<file path="src/rtl/boot_seq_pkg.sv">
package boot_seq_pkg;
  typedef enum logic [1:0] {
    PH_RUN   = 2'd0,
    PH_HOLD  = 2'd1,
    PH_SEQ   = 2'd2,
    PH_FETCH = 2'd3
  } phase_e;
endpackage

</file>
<file path="src/rtl/boot_rst_qual.sv">
module boot_rst_qual #(
  parameter int SYNC_STAGES = 2,
  parameter int MIN_LOW     = 2
) (
  input  logic clk_i,
  input  logic rst_ni,
  input  logic res_ni,
  output logic rs_o,
  output logic qual_o
);
  localparam int CNT_W = $clog2(MIN_LOW + 1);

  logic [SYNC_STAGES-1:0] sync_q;
  logic [CNT_W-1:0]       low_cnt_q;

  generate
    for (genvar g = 0; g < SYNC_STAGES; g++) begin : g_sync
      if (g == 0) begin : g_first
        always_ff @(posedge clk_i or negedge rst_ni)
          if (!rst_ni) sync_q[0] <= 1'b0;
          else         sync_q[0] <= res_ni;
      end else begin : g_next
        always_ff @(posedge clk_i or negedge rst_ni)
          if (!rst_ni) sync_q[g] <= 1'b0;
          else         sync_q[g] <= sync_q[g-1];
      end
    end
  endgenerate

  assign rs_o = sync_q[SYNC_STAGES-1];

  // consecutive synchronized low samples, saturating
  always_ff @(posedge clk_i or negedge rst_ni)
    if (!rst_ni)                            low_cnt_q <= '0;
    else if (rs_o)                          low_cnt_q <= '0;
    else if (low_cnt_q < CNT_W'(MIN_LOW))   low_cnt_q <= low_cnt_q + 1'b1;

  assign qual_o = !rs_o && (low_cnt_q >= CNT_W'(MIN_LOW - 1));
endmodule

</file>
<file path="src/rtl/boot_seq_fsm.sv">
module boot_seq_fsm
  import boot_seq_pkg::*;
#(
  parameter int SEQ_LEN = 7,
  localparam int STEP_W = $clog2(SEQ_LEN + 1)
) (
  input  logic              clk_i,
  input  logic              rst_ni,
  input  logic              rs_i,
  input  logic              qual_i,
  input  logic              ready_i,
  output phase_e            phase_o,
  output logic [STEP_W-1:0] step_o
);
  phase_e            phase_q;
  logic [STEP_W-1:0] step_q;

  always_ff @(posedge clk_i or negedge rst_ni) begin
    if (!rst_ni) begin
      phase_q <= PH_HOLD;
      step_q  <= STEP_W'(1);
    end else if (qual_i) begin
      phase_q <= PH_HOLD;
      step_q  <= STEP_W'(1);
    end else begin
      unique case (phase_q)
        PH_HOLD: if (rs_i) begin
          phase_q <= PH_SEQ;
          step_q  <= STEP_W'(1);
        end
        PH_SEQ: if (ready_i) begin
          if (step_q == STEP_W'(SEQ_LEN)) phase_q <= PH_FETCH;
          else                            step_q  <= step_q + 1'b1;
        end
        PH_FETCH: phase_q <= PH_RUN;
        default:  phase_q <= PH_RUN;
      endcase
    end
  end

  assign phase_o = phase_q;
  assign step_o  = step_q;
endmodule

</file>
<file path="src/rtl/boot_vec_cap.sv">
module boot_vec_cap #(
  parameter int DW = 8
) (
  input  logic          clk_i,
  input  logic          rst_ni,
  input  logic          cap_lo_i,
  input  logic          cap_hi_i,
  input  logic [DW-1:0] data_i,
  output logic [2*DW-1:0] vec_o
);
  logic [DW-1:0] lo_q, hi_q;

  always_ff @(posedge clk_i or negedge rst_ni)
    if (!rst_ni) begin
      lo_q <= '0;
      hi_q <= '0;
    end else begin
      if (cap_lo_i) lo_q <= data_i;
      if (cap_hi_i) hi_q <= data_i;
    end

  assign vec_o = {hi_q, lo_q};
endmodule

</file>
<file path="src/rtl/boot_sequencer.sv">
module boot_sequencer
  import boot_seq_pkg::*;
#(
  parameter int          DW          = 8,
  parameter int          AW          = 2 * DW,
  parameter int          SYNC_STAGES = 2,
  parameter int          MIN_LOW     = 2,
  parameter int          DUMMY_N     = 2,
  parameter int          STACK_N     = 3,
  parameter logic [AW-1:0] VEC_ADDR  = 16'hFFFC,
  parameter logic [AW-1:0] DUMMY_ADDR = 16'hFFFF,
  parameter logic [DW-1:0] STACK_PAGE = 8'h01
) (
  input  logic          clk_i,
  input  logic          rst_ni,
  input  logic          cpu_res_ni,
  input  logic          ready_i,
  input  logic [DW-1:0] data_i,
  input  logic [DW-1:0] sp_i,
  output logic [AW-1:0] addr_o,
  output logic          rw_o,
  output logic          core_hold_o,
  output logic          sp_dec_o,
  output logic          stat_init_o,
  output logic          pc_load_o,
  output logic [AW-1:0] pc_o,
  output logic          fetch_o
);
  localparam int SEQ_LEN  = DUMMY_N + STACK_N + 2;
  localparam int STEP_W   = $clog2(SEQ_LEN + 1);
  localparam int LO_STEP  = DUMMY_N + STACK_N + 1;
  localparam int HI_STEP  = SEQ_LEN;

  logic              rs_sync, qual;
  phase_e            phase;
  logic [STEP_W-1:0] step;
  logic              in_seq, advance, is_dummy, is_stack, is_lo, is_hi;
  logic [AW-1:0]     vec;

  boot_rst_qual #(.SYNC_STAGES(SYNC_STAGES), .MIN_LOW(MIN_LOW)) u_qual (
    .clk_i(clk_i), .rst_ni(rst_ni), .res_ni(cpu_res_ni),
    .rs_o(rs_sync), .qual_o(qual)
  );

  boot_seq_fsm #(.SEQ_LEN(SEQ_LEN)) u_fsm (
    .clk_i(clk_i), .rst_ni(rst_ni), .rs_i(rs_sync), .qual_i(qual),
    .ready_i(ready_i), .phase_o(phase), .step_o(step)
  );

  assign in_seq   = (phase == PH_SEQ);
  assign advance  = in_seq && ready_i && !qual;
  assign is_dummy = (step <= STEP_W'(DUMMY_N));
  assign is_stack = (step > STEP_W'(DUMMY_N)) && (step <= STEP_W'(DUMMY_N + STACK_N));
  assign is_lo    = (step == STEP_W'(LO_STEP));
  assign is_hi    = (step == STEP_W'(HI_STEP));

  boot_vec_cap #(.DW(DW)) u_cap (
    .clk_i(clk_i), .rst_ni(rst_ni),
    .cap_lo_i(advance && is_lo), .cap_hi_i(advance && is_hi),
    .data_i(data_i), .vec_o(vec)
  );

  always_comb begin
    addr_o = '0;
    unique case (phase)
      PH_HOLD:  addr_o = DUMMY_ADDR;
      PH_SEQ: begin
        if (is_dummy)      addr_o = DUMMY_ADDR;
        else if (is_stack) addr_o = {STACK_PAGE, sp_i};
        else if (is_lo)    addr_o = VEC_ADDR;
        else               addr_o = VEC_ADDR + 1'b1;
      end
      PH_FETCH: addr_o = vec;
      default:  addr_o = '0;
    endcase
  end

  assign rw_o        = 1'b1;
  assign core_hold_o = (phase == PH_HOLD) || in_seq;
  assign sp_dec_o    = advance && is_stack;
  assign stat_init_o = in_seq && (step == STEP_W'(1));
  assign fetch_o     = (phase == PH_FETCH);
  assign pc_load_o   = (phase == PH_FETCH);
  assign pc_o        = vec;
endmodule

</file>
<file path="config.mk">
export PLATFORM = sky130hd
export DESIGN_NAME = boot_sequencer
export DESIGN_NICKNAME = d
export VERILOG_FILES = /design/src/rtl/boot_seq_pkg.sv /design/src/rtl/boot_rst_qual.sv /design/src/rtl/boot_seq_fsm.sv /design/src/rtl/boot_vec_cap.sv /design/src/rtl/boot_sequencer.sv
export SDC_FILE = /design/constraint.sdc
export NUM_CORES = 1
export LEC_CHECK = 0
export ABC_AREA = 1
export BUFFER_PORTS_ARGS = -buffer_cell sky130_fd_sc_hd__buf_4
export CAP_MARGIN = 20
export CORE_MARGIN = 3
export CORE_UTILIZATION = 31
export CTS_CLUSTER_DIAMETER = 50
export DETAILED_ROUTE_END_ITERATION = 7
export GPL_TIMING_DRIVEN = 1
export PLACE_DENSITY = 0.53
export SLEW_MARGIN = 0
export SYNTH_ARGS = -nofsm -noshare
export SYNTH_HDL_FRONTEND = slang
export SYNTH_SLANG_ARGS = --single-unit
</file>
<file path="constraint.sdc">
create_clock -name clk_i -period 2.2 [get_ports clk_i]
set_input_delay 0.66 -clock clk_i [delete_from_list [all_inputs] [get_ports clk_i]]
set_output_delay 0.66 -clock clk_i [all_outputs]
set_load 0.05 [all_outputs]
</file>
Word-level counts from Yosys, hierarchy flattened
Index checks and enable logic that the tools add are counted.

$add $sub $neg: 2. $mul: 0. Div/mod/pow operators: 0. Magnitude comparators: 5. Equal/unequal tests: 10. Shift-type cells: 0. Mux-type cells: 16. Bitwise operators: 0. Reduce and logical (&&, ||, !) cells: 15.

Operators with widths (number): $pmux W16 S3 (1); $mux W16 (2); $mux W2 (6); $mux W3 (4); $logic_and A1 B1 Y1 (8); $eq A3 B3 Y1 const B (2); $ne A3 B2 Y1 const B (2); $ne A3 B3 Y1 const B (2); $pmux W3 S2 (1); $eq A2 B2 Y1 const B (2); $pmux W2 S2 (1); $reduce_and A4 Y1 (1); $add A3 B1 Y3 const B (1); $eq A3 B1 Y1 const B (1); $gt A3 B2 Y1 const B (1); $le A3 B2 Y1 const B (1); $le A3 B3 Y1 const B (1); $reduce_and A3 Y1 (1); $reduce_bool A3 Y1 (1); $add A2 B1 Y2 const B (1); $eq A2 B1 Y1 const B (1); $ge A2 B1 Y1 const B (1); $logic_not A1 Y1 (2); $lt A2 B2 Y1 const B (1); 3 further kinds (3).

Register bits: 25. Latch bits: 0. RAM bits: 0. Memory bits (read-only): 0. Input port bits: 20. Output and inout bits: 38. Logic and storage cells: 55. Memories kept: 0.

Logic depth before layout (Yosys ltp)
Gate-level depths: netlist of the first run.

Word-level depth: 5. Mapped depth: 11. Gate-level depth less buffers: 10.

Hierarchy
Synthesis of the first run repeated with hierarchy kept, for this count alone.

Cell total of the unflattened synthesis: 233. Area, all modules: 1610.3 µm².

By module, submodules not included: boot_vec_cap (instances 1, cells each 68, area an instance 610.6 µm², sequential area each 400.4 µm²); boot_sequencer (instances 1, cells each 102, area an instance 483.0 µm², sequential area each 0.0 µm²); boot_seq_fsm (instances 1, cells each 49, area an instance 362.8 µm², sequential area each 127.6 µm²); boot_rst_qual (instances 1, cells each 14, area an instance 153.9 µm², sequential area each 100.1 µm²).

Worst setup path before layout of the first run
OpenSTA, ideal clock, no wires.

Kind: register -> output. Start: reg u_fsm.phase_q[0], in the netlist u_fsm.phase_o[0]. End: out addr_o[8]. Data arrival time: 2.674 ns. Required time: 1.540 ns. Slack: -1.134 ns. Stages on the path, launching flop included: 6. Path buffers: 2. Cells stage by stage: dfstp_2 -> ha_1 -> clkbuf_1 -> buf_2 -> a21oi_1 -> o21ai_0.

Longest elaborated chain between the ends: 2. Elaborated cells between the ends (all ways): 4. Those cells by class: 3 x eq/ne; 1 x mux.

RTL lines: start, declared (line boot_seq_fsm.sv:15) `phase_e phase_q;`; start signal, assigned (line boot_seq_fsm.sv:20) `phase_q <= PH_HOLD;`; start signal, assigned (line boot_seq_fsm.sv:23) `phase_q <= PH_HOLD;`; start signal, assigned (line boot_seq_fsm.sv:28) `phase_q <= PH_SEQ;`; $eq A2 B2 Y1; net fetch_o (line boot_sequencer.sv:27) `output logic fetch_o`; $pmux W16 S3 (line boot_sequencer.sv:65) `unique case (phase)`; end, declared (line boot_sequencer.sv:20) `output logic [AW-1:0] addr_o,`.

The timed path passes the listed nets, and every way through them passes these cells.

Worst setup path in the final report of the first run
Start: reg u_fsm.step_q[0], in the netlist u_fsm.step_o[0]. End: out addr_o[14].

Longest elaborated chain between the ends: 5. Elaborated cells between the ends (all ways): 7. Those cells by class: 3 x order compare; 3 x mux; 1 x reduce/logical.

RTL lines: start, declared (line boot_seq_fsm.sv:16) `logic [STEP_W-1:0] step_q;`; start signal, assigned (line boot_seq_fsm.sv:33) `else step_q <= step_q + 1'b1;`; $gt A3 B2 Y1 or $le A3 B3 Y1 (tied branches) (line boot_sequencer.sv:53) `assign is_stack = (step > STEP_W'(DUMMY_N)) && (step <= STEP_W'(DUMMY_N + STACK_N));`; $logic_and A1 B1 Y1 (line boot_sequencer.sv:53); $mux W16 (line boot_sequencer.sv:69) `else if (is_stack) addr_o = {STACK_PAGE, sp_i};`; $mux W16 (*) (line boot_sequencer.sv:68) `if (is_dummy) addr_o = DUMMY_ADDR;`; $pmux W16 S3 (*) (line boot_sequencer.sv:65).

Mark *: on every way between the ends. The rest lies on a longest branch, timed or not.

==> key figures, run 1 <==
Outcome
  • Outcome: complete, but fails checks
  • Failing checks: setup timing

Global routing
  • GRT Total Usage: 16.1%
  • Initial antenna violation count: 0
  • Largest net degree at the start of global routing: 26
  • Global-route wire length before repair: 7.96 mm
  • GR Overflow Total: 0
  • Number of global-route vias before repair: 1676

Logic synthesis
  • Seq cells post-synth: 25
  • Register area share after synthesis: 38.7%
  • Share of the synthesized area in the top cell type: 35.5%
  • Count leader, synth: nand2_1
  • Top_reg_cell synth: dfrtp_1
  • Number of enable flip-flop cells after synthesis: 0
  • Mapped Nets: 264
  • Dominant cells by area after synthesis: dfrtp_1 35%, nand2_1 27%, inv_1 6.5%
  • Fraction of registers with async set/reset: 100%
  • Post-synthesis average cell area: 6.87 sq um
  • Top cells by count, synth: 118 x nand2_1, 28 x inv_1, 23 x dfrtp_1
  • Ys Warns: 0
  • Mapped Area: 1620 sq um
  • Post-Synthesis Cells: 236
  • Number of distinct library cells after synthesis: 23
  • Cell taking the most area after synthesis: dfrtp_1

Critical path
  • Crit path capture type: primary output
  • WP data arrival: 1.75 ns
  • Critical-path cell list: inv_2 -> ha_4 -> inv_2 -> nand2_2 -> nand2_4 -> nand2_4 -> nand2_8 -> nand2_2 -> nand2_2 -> nand2_4 -> buf_8
  • Critical Path Start Type: flip-flop
  • Critical path required time: 1.54 ns
  • CP max stage delay: 0.55 ns
  • Critical path class: reg2out
  • RR Startpoint: u_fsm.step_o[0]
  • Setup crit start: u_fsm.step_o[0]
  • Slowest CP cell: dfstp_2
  • Worst Path Max Fanout: 7

Power
  • Total power draw: 4.08 mW
  • Peak VDD IR: 0.926 mV
  • Pwr/cell area: 1480 nW/um^2
  • Internal power: 1.96 mW
  • Psw: 2.11 mW
  • Leakage power: 1.47 nW
  • Logic pwr share: 79.0%
  • Sequential Power Share: 14.3%
  • Switching fraction of total power: 51.8%
  • Clock power frac: 6.7%

Clock tree
  • CTS Hold Bufs: 0
  • Reg clk slew, reported paths: 0.09 ns
  • Worst skew pair latency: 0.27 ns
  • Clock Sinks: 25
  • Total CTS buffers: 3
  • Clock tree from TritonCTS: done
  • Root Driver: clkbuf_8
  • Max H-tree Level: 1
  • Clock Path Buffers: 2

STA
  • Final min period: 2.41 ns
  • Fmax: 415 MHz
  • Tcrit/Tclk final: 110%
  • Worst hold margin: 0.273 ns
  • Final hold vios: 0
  • Final setup margin: -0.212 ns
  • RSZ-0062 raised after global routing: true
  • Clk_skew: 0.00163 ns
  • Slew Viols, Final: 0
  • Setup Viol. Count Final: 18

Routing
  • Vias: 1637
  • Antenna Nets Post-Route: 0
  • Final wirelength: 4.74 mm
  • DRC Markers: 0
  • Vias per Instance: 4.30
  • WL/cell: 12.4 um
  • DRT iter0 DRCs: 42
  • Drt pass-1 iters: 4

Finish
  • Antenna diode count: 0
  • Area Overhead vs Synth: 70.2%
  • Util after Layout: 56.6%
  • # fillers: 490
  • Layout cells sized above 1: 49.4%
  • # nets final: 343

Floorplanning
  • Initial core utilization: 33.2%
  • Die X: 78.3 um
  • Die height: 78.3 um
  • Ports: 58
  • Die Area: 6130 sq um
  • # rows: 25
  • Core Region: 4880 sq um

Placement
  • Half-perimeter wire length after placement: 3.29 mm
  • Routability Congestion: 0.800
  • IO Port Bufs: 56

Job
  • Max cap viols: 0

Min path
  • HP Class: in2async
## cell families (layout without fill, tap and decap cells)
logic type / after synthesis / count (layout) / synth area share [%]
flops: 25 / 25 / 38.7
fa+ha+maj: 8 / 8 / 6.17
other cells: 1 / 1 / 0.231
simple gates: 138 / 139 / 34.8
buf+inv: 40 / 117 / 10.8
compound gates: 24 / 24 / 9.26
## power by group through the flow
stage	logic, mW	clock network, mW	registers (mW)
floorplan	1.78	0	0.603
CTS	3.12	0.286	0.580
finish	3.22	0.273	0.581
global placement	2.50	0	0.575
detailed placement	2.50	0	0.578
global route	3.44	0.298	0.587
## routing by layer
metal / global-route usage (%) / part of all wire, % / up-vias
met1: 22.5 / 48 / 718
met2: 25.9 / 46 / 43
met4: 4.72 / 1.2 / 0
met3: 2.41 / 4.9 / 5
li1: - / - / 871
met5: 0 / 0 / -
## cell usage in the layout, fill, tap and decap left out
| cell | netlist | routed |
|---|---|---|
| nand2_1 | 118 | 77 |
| o21ai_0 | 5 | 4 |
| a21oi_4 | 0 | 1 |
| nor2_1 | 8 | 8 |
| nand3_2 | 1 | 2 |
| nand2_2 | 0 | 26 |
| ha_4 | 0 | 3 |
| o21ai_4 | 0 | 1 |
| o21ai_2 | 8 | 8 |
| or2_2 | 1 | 1 |
| nand2_8 | 0 | 1 |
| dfstp_2 | 2 | 2 |
| nor2_4 | 1 | 1 |
| buf_6 | 1 | 14 |
| nand4_4 | 1 | 1 |
| buf_12 | 0 | 1 |
| o21ai_1 | 8 | 8 |
| nand3_1 | 6 | 5 |
| inv_1 | 28 | 25 |
| buf_4 | 3 | 55 |
| inv_2 | 1 | 4 |
| nor3_4 | 0 | 1 |
| a21oi_1 | 3 | 2 |
| dfrtp_1 | 23 | 23 |
| clkinv_2 | 0 | 1 |
| buf_8 | 0 | 14 |
| conb_1 | 1 | 1 |
| ha_1 | 8 | 5 |
| nand3b_1 | 1 | 1 |
| clkbuf_8 | 0 | 3 |
| nand2_4 | 0 | 15 |
## critical path, delay by kind of cell, from the launching register on
kind | cells | cell delay [ns]
DFF | 1 | 0.55
adders and majority gates | 1 | 0.15
and+or+nand+nor | 7 | 0.54
buffers and inverters | 3 | 0.25
## registers in the layout, indices dropped and copies added (netlist names)
| signal | count |
|---|---|
| u_cap.hi_q | 8 |
| u_cap.lo_q | 8 |
| u_fsm.step_o | 3 |
| u_fsm.phase_o | 2 |
| u_qual.low_cnt_q | 2 |
| u_qual.rs_o | 1 |
| u_qual.sync_q | 1 |
## layout make-up
class	instances	area (sq um)	share of cell area, %
Timing Repair Buffer	84	801	29.0
Inverter	29	109	3.94
Multi-Input combinational cell	172	1090	39.6
Tap cell	67	83.8	3.04
Sequential cell	25	628	22.8
Clock buffer	3	41.3	1.50
Clock inverter	1	5.00	0.181
## what timing repair did
action                                 4_1_cts  5_1_grt
buffers inserted                             7        7
resized for setup                           71       12
pin swaps                                    9        7
setup endpoints to repair                   18       20
cloned                                       1        0
endpoints found under the hold margin        0        0
## path summary, 6_finish.rpt
| path | slack, ns | cells after the start | end |
|---|---|---|---|
| worst max-delay path | -0.21 | 11 | addr_o[14] |
| worst min-delay path | 0.27 | 1 | u_qual.low_cnt_q[1] |
| worst max register to register | 0.25 | 8 | u_cap.hi_q[3] |
| worst min register to register | 0.36 | 0 | u_qual.rs_o |
| max in group asynchronous | 1.63 | 1 | u_fsm.step_o[0] |
| min in group clk_i | 0.36 | 0 | u_qual.rs_o |
## per-stage QoR
stage / instances / area [sq um] / worst slack [ns] / setup TNS [ns]
3_5_place_dp: 363 / 2320 / -0.0979 / -1.14
3_3_place_gp: 363 / 2320 / -0.0616 / -0.729
6_report: 381 / 2760 / -0.212 / -3.27
2_1_floorplan: 236 / 1770 / -0.116 / -0.177
4_1_cts: 375 / 2680 / -0.215 / -3.53
5_1_grt: 381 / 2760 / -0.312 / -4.82
Note: power is estimated with default switching activity, not from simulation.
==> run 2: changes to the inputs <==
--- a/config.mk
+++ b/config.mk
@@ -14,6 +14,7 @@
 export DETAILED_ROUTE_END_ITERATION = 7
 export GPL_TIMING_DRIVEN = 1
 export PLACE_DENSITY = 0.53
+export SKIP_CTS_REPAIR_TIMING = 1
 export SLEW_MARGIN = 0
 export SYNTH_ARGS = -nofsm -noshare
 export SYNTH_HDL_FRONTEND = slang
==> key figures, run 2 (same netlist as run 1, synthesis figures left out) <==
Outcome
  • Outcome: complete, but fails checks
  • Failing checks: setup timing

Clock tree
  • Reg clk slew, reported paths: 0.09 ns (about the same)
  • Max H-tree Level: 1 (unchanged)
  • Clock tree from TritonCTS: done
  • Worst skew pair latency: 0.27 ns (about the same)
  • Root Driver: clkbuf_8
  • Total CTS buffers: 3 (unchanged)
  • Clock Sinks: 25 (unchanged)
  • Clock Path Buffers: 2 (unchanged)

STA
  • Final min period: 2.44 ns (+0.0278 ns)
  • Slew Viols, Final: 0 (unchanged)
  • Clk_skew: 0.00304 ns (+0.00141 ns)
  • Setup Viol. Count Final: 17 (-1)
  • Setup_tns: -3.70 ns (-0.429 ns)
  • Final hold vios: 0 (unchanged)
  • RSZ-0062 raised after global routing: true
  • Fmax: 410 MHz (-1.1%)
  • Tcrit/Tclk final: 111% (+1.3 points)
  • Worst hold margin: 0.272 ns (-0.00104 ns)
  • Final setup margin: -0.240 ns (-0.0278 ns)

Critical path
  • WP data arrival: 1.78 ns (+0.03 ns)
  • Critical path required time: 1.54 ns (about the same)
  • CP max stage delay: 0.56 ns (about the same)
  • Worst Path Max Fanout: 6 (-1)
  • Slowest CP cell: dfstp_2
  • Crit path capture type: primary output
  • Critical-path cell list: inv_2 -> ha_4 -> inv_2 -> nand2_2 -> nand2_2 -> nand2_4 -> nand2_4 -> nand2_1 -> nand2_1 -> nand2_4 -> buf_6
  • WP buf/inv: 3 (unchanged)
  • R2R setup slack: 0.35 ns (+0.10 ns)
  • Top delay family on crit path: flip-flops
  • Critical Path Start Type: flip-flop
  • Critical Path Most Common Cell: nand2_4
  • Critical path class: reg2out

Global routing
  • Initial antenna violation count: 0 (unchanged)
  • Number of global-route vias before repair: 1519 (-9.4%)
  • Global-route wire length before repair: 7.21 mm (-9.4%)
  • Largest net degree at the start of global routing: 26 (unchanged)
  • GR Overflow Total: 0 (unchanged)
  • GRT Total Usage: 14.6% (-1.5 points)

Floorplanning
  • Ports: 58 (unchanged)
  • Die X: 78.3 um (unchanged)
  • Die height: 78.3 um (unchanged)
  • # rows: 25 (unchanged)
  • Initial core utilization: 33.2% (unchanged)
  • Die Area: 6130 sq um (unchanged)
  • Core Region: 4880 sq um (unchanged)

Finish
  • Post-Layout Cell Count: 375 (-1.6%)
  • Util after Layout: 55.1% (-1.5 points)
  • Area Overhead vs Synth: 65.7%
  • Layout cells sized above 1: 48.1% (-1.3 points)
  • # nets final: 337 (-1.7%)
  • Final instance area: 2690 sq um (-2.7%)
  • Commonest non-fill, non-tap cell in the layout: nand2_1
  • Leading cell types in the layout, fill and taps excluded: 79 x nand2_1, 54 x buf_4, 24 x inv_1, 23 x dfrtp_1, 21 x nand2_2
  • # fillers: 507 (+3.5%)
  • Antenna diode count: 0 (unchanged)

Power
  • Peak VDD IR: 0.892 mV (-3.6%)
  • Internal power: 1.88 mW (-4.5%)
  • Sequential Power Share: 14.7% (+0.4 points)
  • Logic pwr share: 78.4% (-0.6 points)
  • Psw: 2.08 mW (-1.5%)
  • Pwr/cell area: 1470 nW/um^2 (-0.27%)
  • Clock power frac: 6.9% (+0.2 points)
  • Switching fraction of total power: 52.6% (+0.77 points)
  • Total power draw: 3.96 mW (-2.9%)
  • Leakage power: 1.44 nW (-2.1%)

Routing
  • Vias per Instance: 4.31 (+0.42%)
  • DRC Markers: 0 (unchanged)
  • Vias: 1618 (-1.2%)
  • WL/cell: 12.3 um (-1.4%)
  • Drt pass-1 iters: 4 (unchanged)
  • Final wirelength: 4.60 mm (-3.0%)
  • Antenna Nets Post-Route: 0 (unchanged)
  • DRT iter0 DRCs: 46 (+9.5%)

Placement
  • Dpl cells: 363 (unchanged)
  • Placed inst area: 2320 sq um (unchanged)
  • Routability Congestion: 0.800 (unchanged)
  • Half-perimeter wire length after placement: 3.29 mm (unchanged)
  • IO Port Bufs: 56 (unchanged)
  • Worst Setup Slack post-DPL: -0.0979 ns (unchanged)

Job
  • Max cap viols: 0 (unchanged)

Min path
  • HP Class: in2async
[run 2: cell count changes in the layout (fill, tap and decap cells not counted), moves of 2 or more]
| cell | delta |
|---|---|
| nand2_4 | +3 |
| buf_8 | -4 |
| nand2_1 | +2 |
| nand2_2 | -5 |
[run 2: power groups by stage]
stage | registers (mW) | clock network [mW] | logic (mW)
floorplan | 0.603 | 0 | 1.78
global placement | 0.575 | 0 | 2.50
detailed placement | 0.578 | 0 | 2.50
CTS | 0.570 | 0.286 | 2.52
global route | 0.588 | 0.299 | 3.31
finish | 0.583 | 0.272 | 3.10
[run 2: worst paths after layout]
path / from / cells past startpoint / endpoint
worst max-delay path: u_fsm.step_o[0] / 11 / addr_o[10]
worst min-delay path: rst_ni / 1 / u_qual.low_cnt_q[1]
worst max register to register: u_fsm.phase_o[0] / 9 / u_cap.hi_q[1]
worst min register to register: u_qual.sync_q[0] / 0 / u_qual.rs_o
max in group asynchronous: rst_ni / 1 / u_fsm.step_o[0]
min in group clk_i: u_qual.sync_q[0] / 0 / u_qual.rs_o
[run 2: metal layers]
metal | global-route usage, % | vias to the layer above | part of all wire (%)
met2 | 22.4 | 43 | 46
met5 | 0 | - | 0
met3 | 2.64 | 5 | 5.0
li1 | - | 857 | -
met4 | 4.72 | 0 | 1.3
met1 | 20.7 | 713 | 48
[run 2: layout make-up]
class | count | area, sq um | area share (%)
multi-input cells | 172 | 1090 | 40.8
repair buffers | 78 | 722 | 26.9
flip-flops and latches | 25 | 628 | 23.4
inverters | 29 | 111 | 4.15
well taps | 67 | 83.8 | 3.12
clock buffers | 3 | 41.3 | 1.54
clock inverters | 1 | 5.00 | 0.186
==> run 3: changes to the inputs <==
--- a/config.mk
+++ b/config.mk
@@ -13,7 +13,7 @@
 export CTS_CLUSTER_DIAMETER = 50
 export DETAILED_ROUTE_END_ITERATION = 7
 export GPL_TIMING_DRIVEN = 1
-export PLACE_DENSITY = 0.53
+export PLACE_DENSITY = 0.51
 export SKIP_CTS_REPAIR_TIMING = 1
 export SLEW_MARGIN = 0
 export SYNTH_ARGS = -nofsm -noshare
==> constraint.sdc (replaced) <==
create_clock -name clk_i -period 2.6 [get_ports clk_i]
set_input_delay 0.78 -clock clk_i [delete_from_list [all_inputs] [get_ports clk_i]]
set_output_delay 0.78 -clock clk_i [all_outputs]
set_load 0.05 [all_outputs]
==> key figures, run 3 (same netlist as run 1, synthesis figures left out) <==
Routing
  • DRC Markers: 0 (unchanged)
  • DRT iter0 DRCs: 50 (+8.7%)
  • WL/cell: 12.2 um (-0.22%)
  • Final wirelength: 4.49 mm (-2.3%)
  • Drt pass-1 iters: 4 (unchanged)
  • Vias: 1585 (-2.0%)
  • Vias per Instance: 4.32 (about the same)
  • Antenna Nets Post-Route: 0 (unchanged)

Floorplanning
  • Ports: 58 (unchanged)
  • Die height: 78.3 um (unchanged)
  • # rows: 25 (unchanged)
  • Core Region: 4880 sq um (unchanged)
  • Initial core utilization: 33.2% (unchanged)
  • Die Area: 6130 sq um (unchanged)
  • Die X: 78.3 um (unchanged)

Global routing
  • GRT Total Usage: 14.4% (-0.21 points)
  • Initial antenna violation count: 0 (unchanged)
  • GR Overflow Total: 0 (unchanged)
  • Largest net degree at the start of global routing: 26 (unchanged)
  • Global-route wire length before repair: 7.00 mm (-2.9%)
  • Number of global-route vias before repair: 1439 (-5.3%)

Finish
  • Area Overhead vs Synth: 51.8%
  • # fillers: 526 (+3.7%)
  • Antenna diode count: 0 (unchanged)
  • Leading cell types in the layout, fill and taps excluded: 92 x nand2_1, 53 x buf_4, 25 x inv_1, 23 x dfrtp_1, 21 x nand2_2
  • Layout cells sized above 1: 41.3% (-6.7 points)
  • # nets final: 329 (-2.4%)
  • Commonest non-fill, non-tap cell in the layout: nand2_1
  • Util after Layout: 50.4% (-4.6 points)
  • Final instance area: 2460 sq um (-8.4%)
  • Post-Layout Cell Count: 367 (-2.1%)

Outcome
  • Outcome: complete, no violations

Critical path
  • WP data arrival: 1.75 ns (-0.03 ns)
  • Slowest CP cell: dfstp_2
  • Top delay family on crit path: flip-flops
  • Worst Path Max Fanout: 5 (-1)
  • Critical path required time: 1.82 ns (+0.28 ns)
  • Crit path capture type: primary output
  • WP buf/inv: 4 (+1)
  • Critical Path Most Common Cell: nand2_1
  • Critical-path cell list: inv_2 -> ha_4 -> buf_4 -> nand2_1 -> nand2_1 -> inv_1 -> nand2_2 -> nand2_1 -> nand2_1 -> buf_6
  • Critical path class: reg2out
  • CP max stage delay: 0.60 ns (+0.04 ns)
  • Critical Path Start Type: flip-flop

Job
  • Max cap viols: 0 (unchanged)

Clock tree
  • Clock tree from TritonCTS: done
  • Reg clk slew, reported paths: 0.09 ns (about the same)
  • Worst skew pair latency: 0.27 ns (about the same)
  • Clock Path Buffers: 2 (unchanged)
  • Max H-tree Level: 1 (unchanged)
  • Root Driver: clkbuf_8
  • Clock Sinks: 25 (unchanged)
  • Total CTS buffers: 3 (unchanged)

Placement
  • IO Port Bufs: 56 (unchanged)
  • Dpl cells: 356 (-1.9%)
  • Half-perimeter wire length after placement: 3.29 mm (about the same)
  • Placed inst area: 2150 sq um (-7.4%)
  • Routability Congestion: 0.800 (about the same)

STA
  • Tcrit/Tclk final: 97.3%
  • Slew Viols, Final: 0 (unchanged)
  • Fmax: 395 MHz
  • RSZ-0062 raised after global routing: true
  • Clk_skew: 0.00267 ns (-0.000379 ns)
  • Setup Viol. Count Final: 0 (-17)
  • Final min period: 2.53 ns
  • Worst hold margin: 0.359 ns (+0.0865 ns)
  • Final hold vios: 0 (unchanged)

Min path
  • HP Class: reg2reg

Power
  • Leakage power: 1.36 nW (-5.7%)
  • Pwr/cell area: 1220 nW/um^2 (-17%)
  • Total power draw: 3.01 mW (-24%)
  • Peak VDD IR: 0.573 mV (-36%)
## run 3: final timing paths
| kind | slack [ns] | from | depth (start not counted) | endpoint |
|---|---|---|---|---|
| worst min register to register | 0.36 | u_qual.sync_q[0] | 0 | u_qual.rs_o |
| min in group asynchronous | 0.40 | rst_ni | 1 | u_qual.sync_q[0] |
| worst max register to register | 0.72 | u_fsm.phase_o[1] | 8 | u_cap.hi_q[2] |
| worst min-delay path | 0.36 | u_qual.sync_q[0] | 0 | u_qual.rs_o |
| worst max-delay path | 0.07 | u_fsm.phase_o[0] | 10 | addr_o[3] |
| max in group asynchronous | 1.91 | rst_ni | 1 | u_fsm.phase_o[0] |
## run 3: layer usage
layer / vias to the layer above / wire length, um / track usage (%)
met3: 2 / 198 / 2.87
met2: 35 / 2070 / 21.4
met5: - / 0 / 0
li1: 846 / - / -
met4: 0 / 29 / 3.15
met1: 702 / 2190 / 21.4
## run 3: area by class of cell
class / count / area, sq um / area share, %
Clock buffer: 3 / 41.3 / 1.68
Sequential cell: 25 / 628 / 25.5
Clock inverter: 1 / 5.00 / 0.203
Inverter: 29 / 111 / 4.52
Timing Repair Buffer: 70 / 608 / 24.7
Tap cell: 67 / 83.8 / 3.41
Multi-Input combinational cell: 172 / 983 / 40.0
## run 3: power breakdown
part           switching, mW  internal (mW)  leakage, nW
clock network          0.126          0.107       0.0255
registers             0.0512          0.446        0.333
logic                   1.46          0.823        0.997
total                   1.63           1.38         1.36
## run 3: per-stage QoR
step | setup TNS (ns) | setup slack [ns]
after floorplan | -0.0789 | -0.0789
after global placement | 0 | 0.00833
after detailed placement | -0.00136 | -0.00136
after CTS | -3.62 | -0.312
after global routing | -0.222 | -0.0509
final | 0 | 0.0711
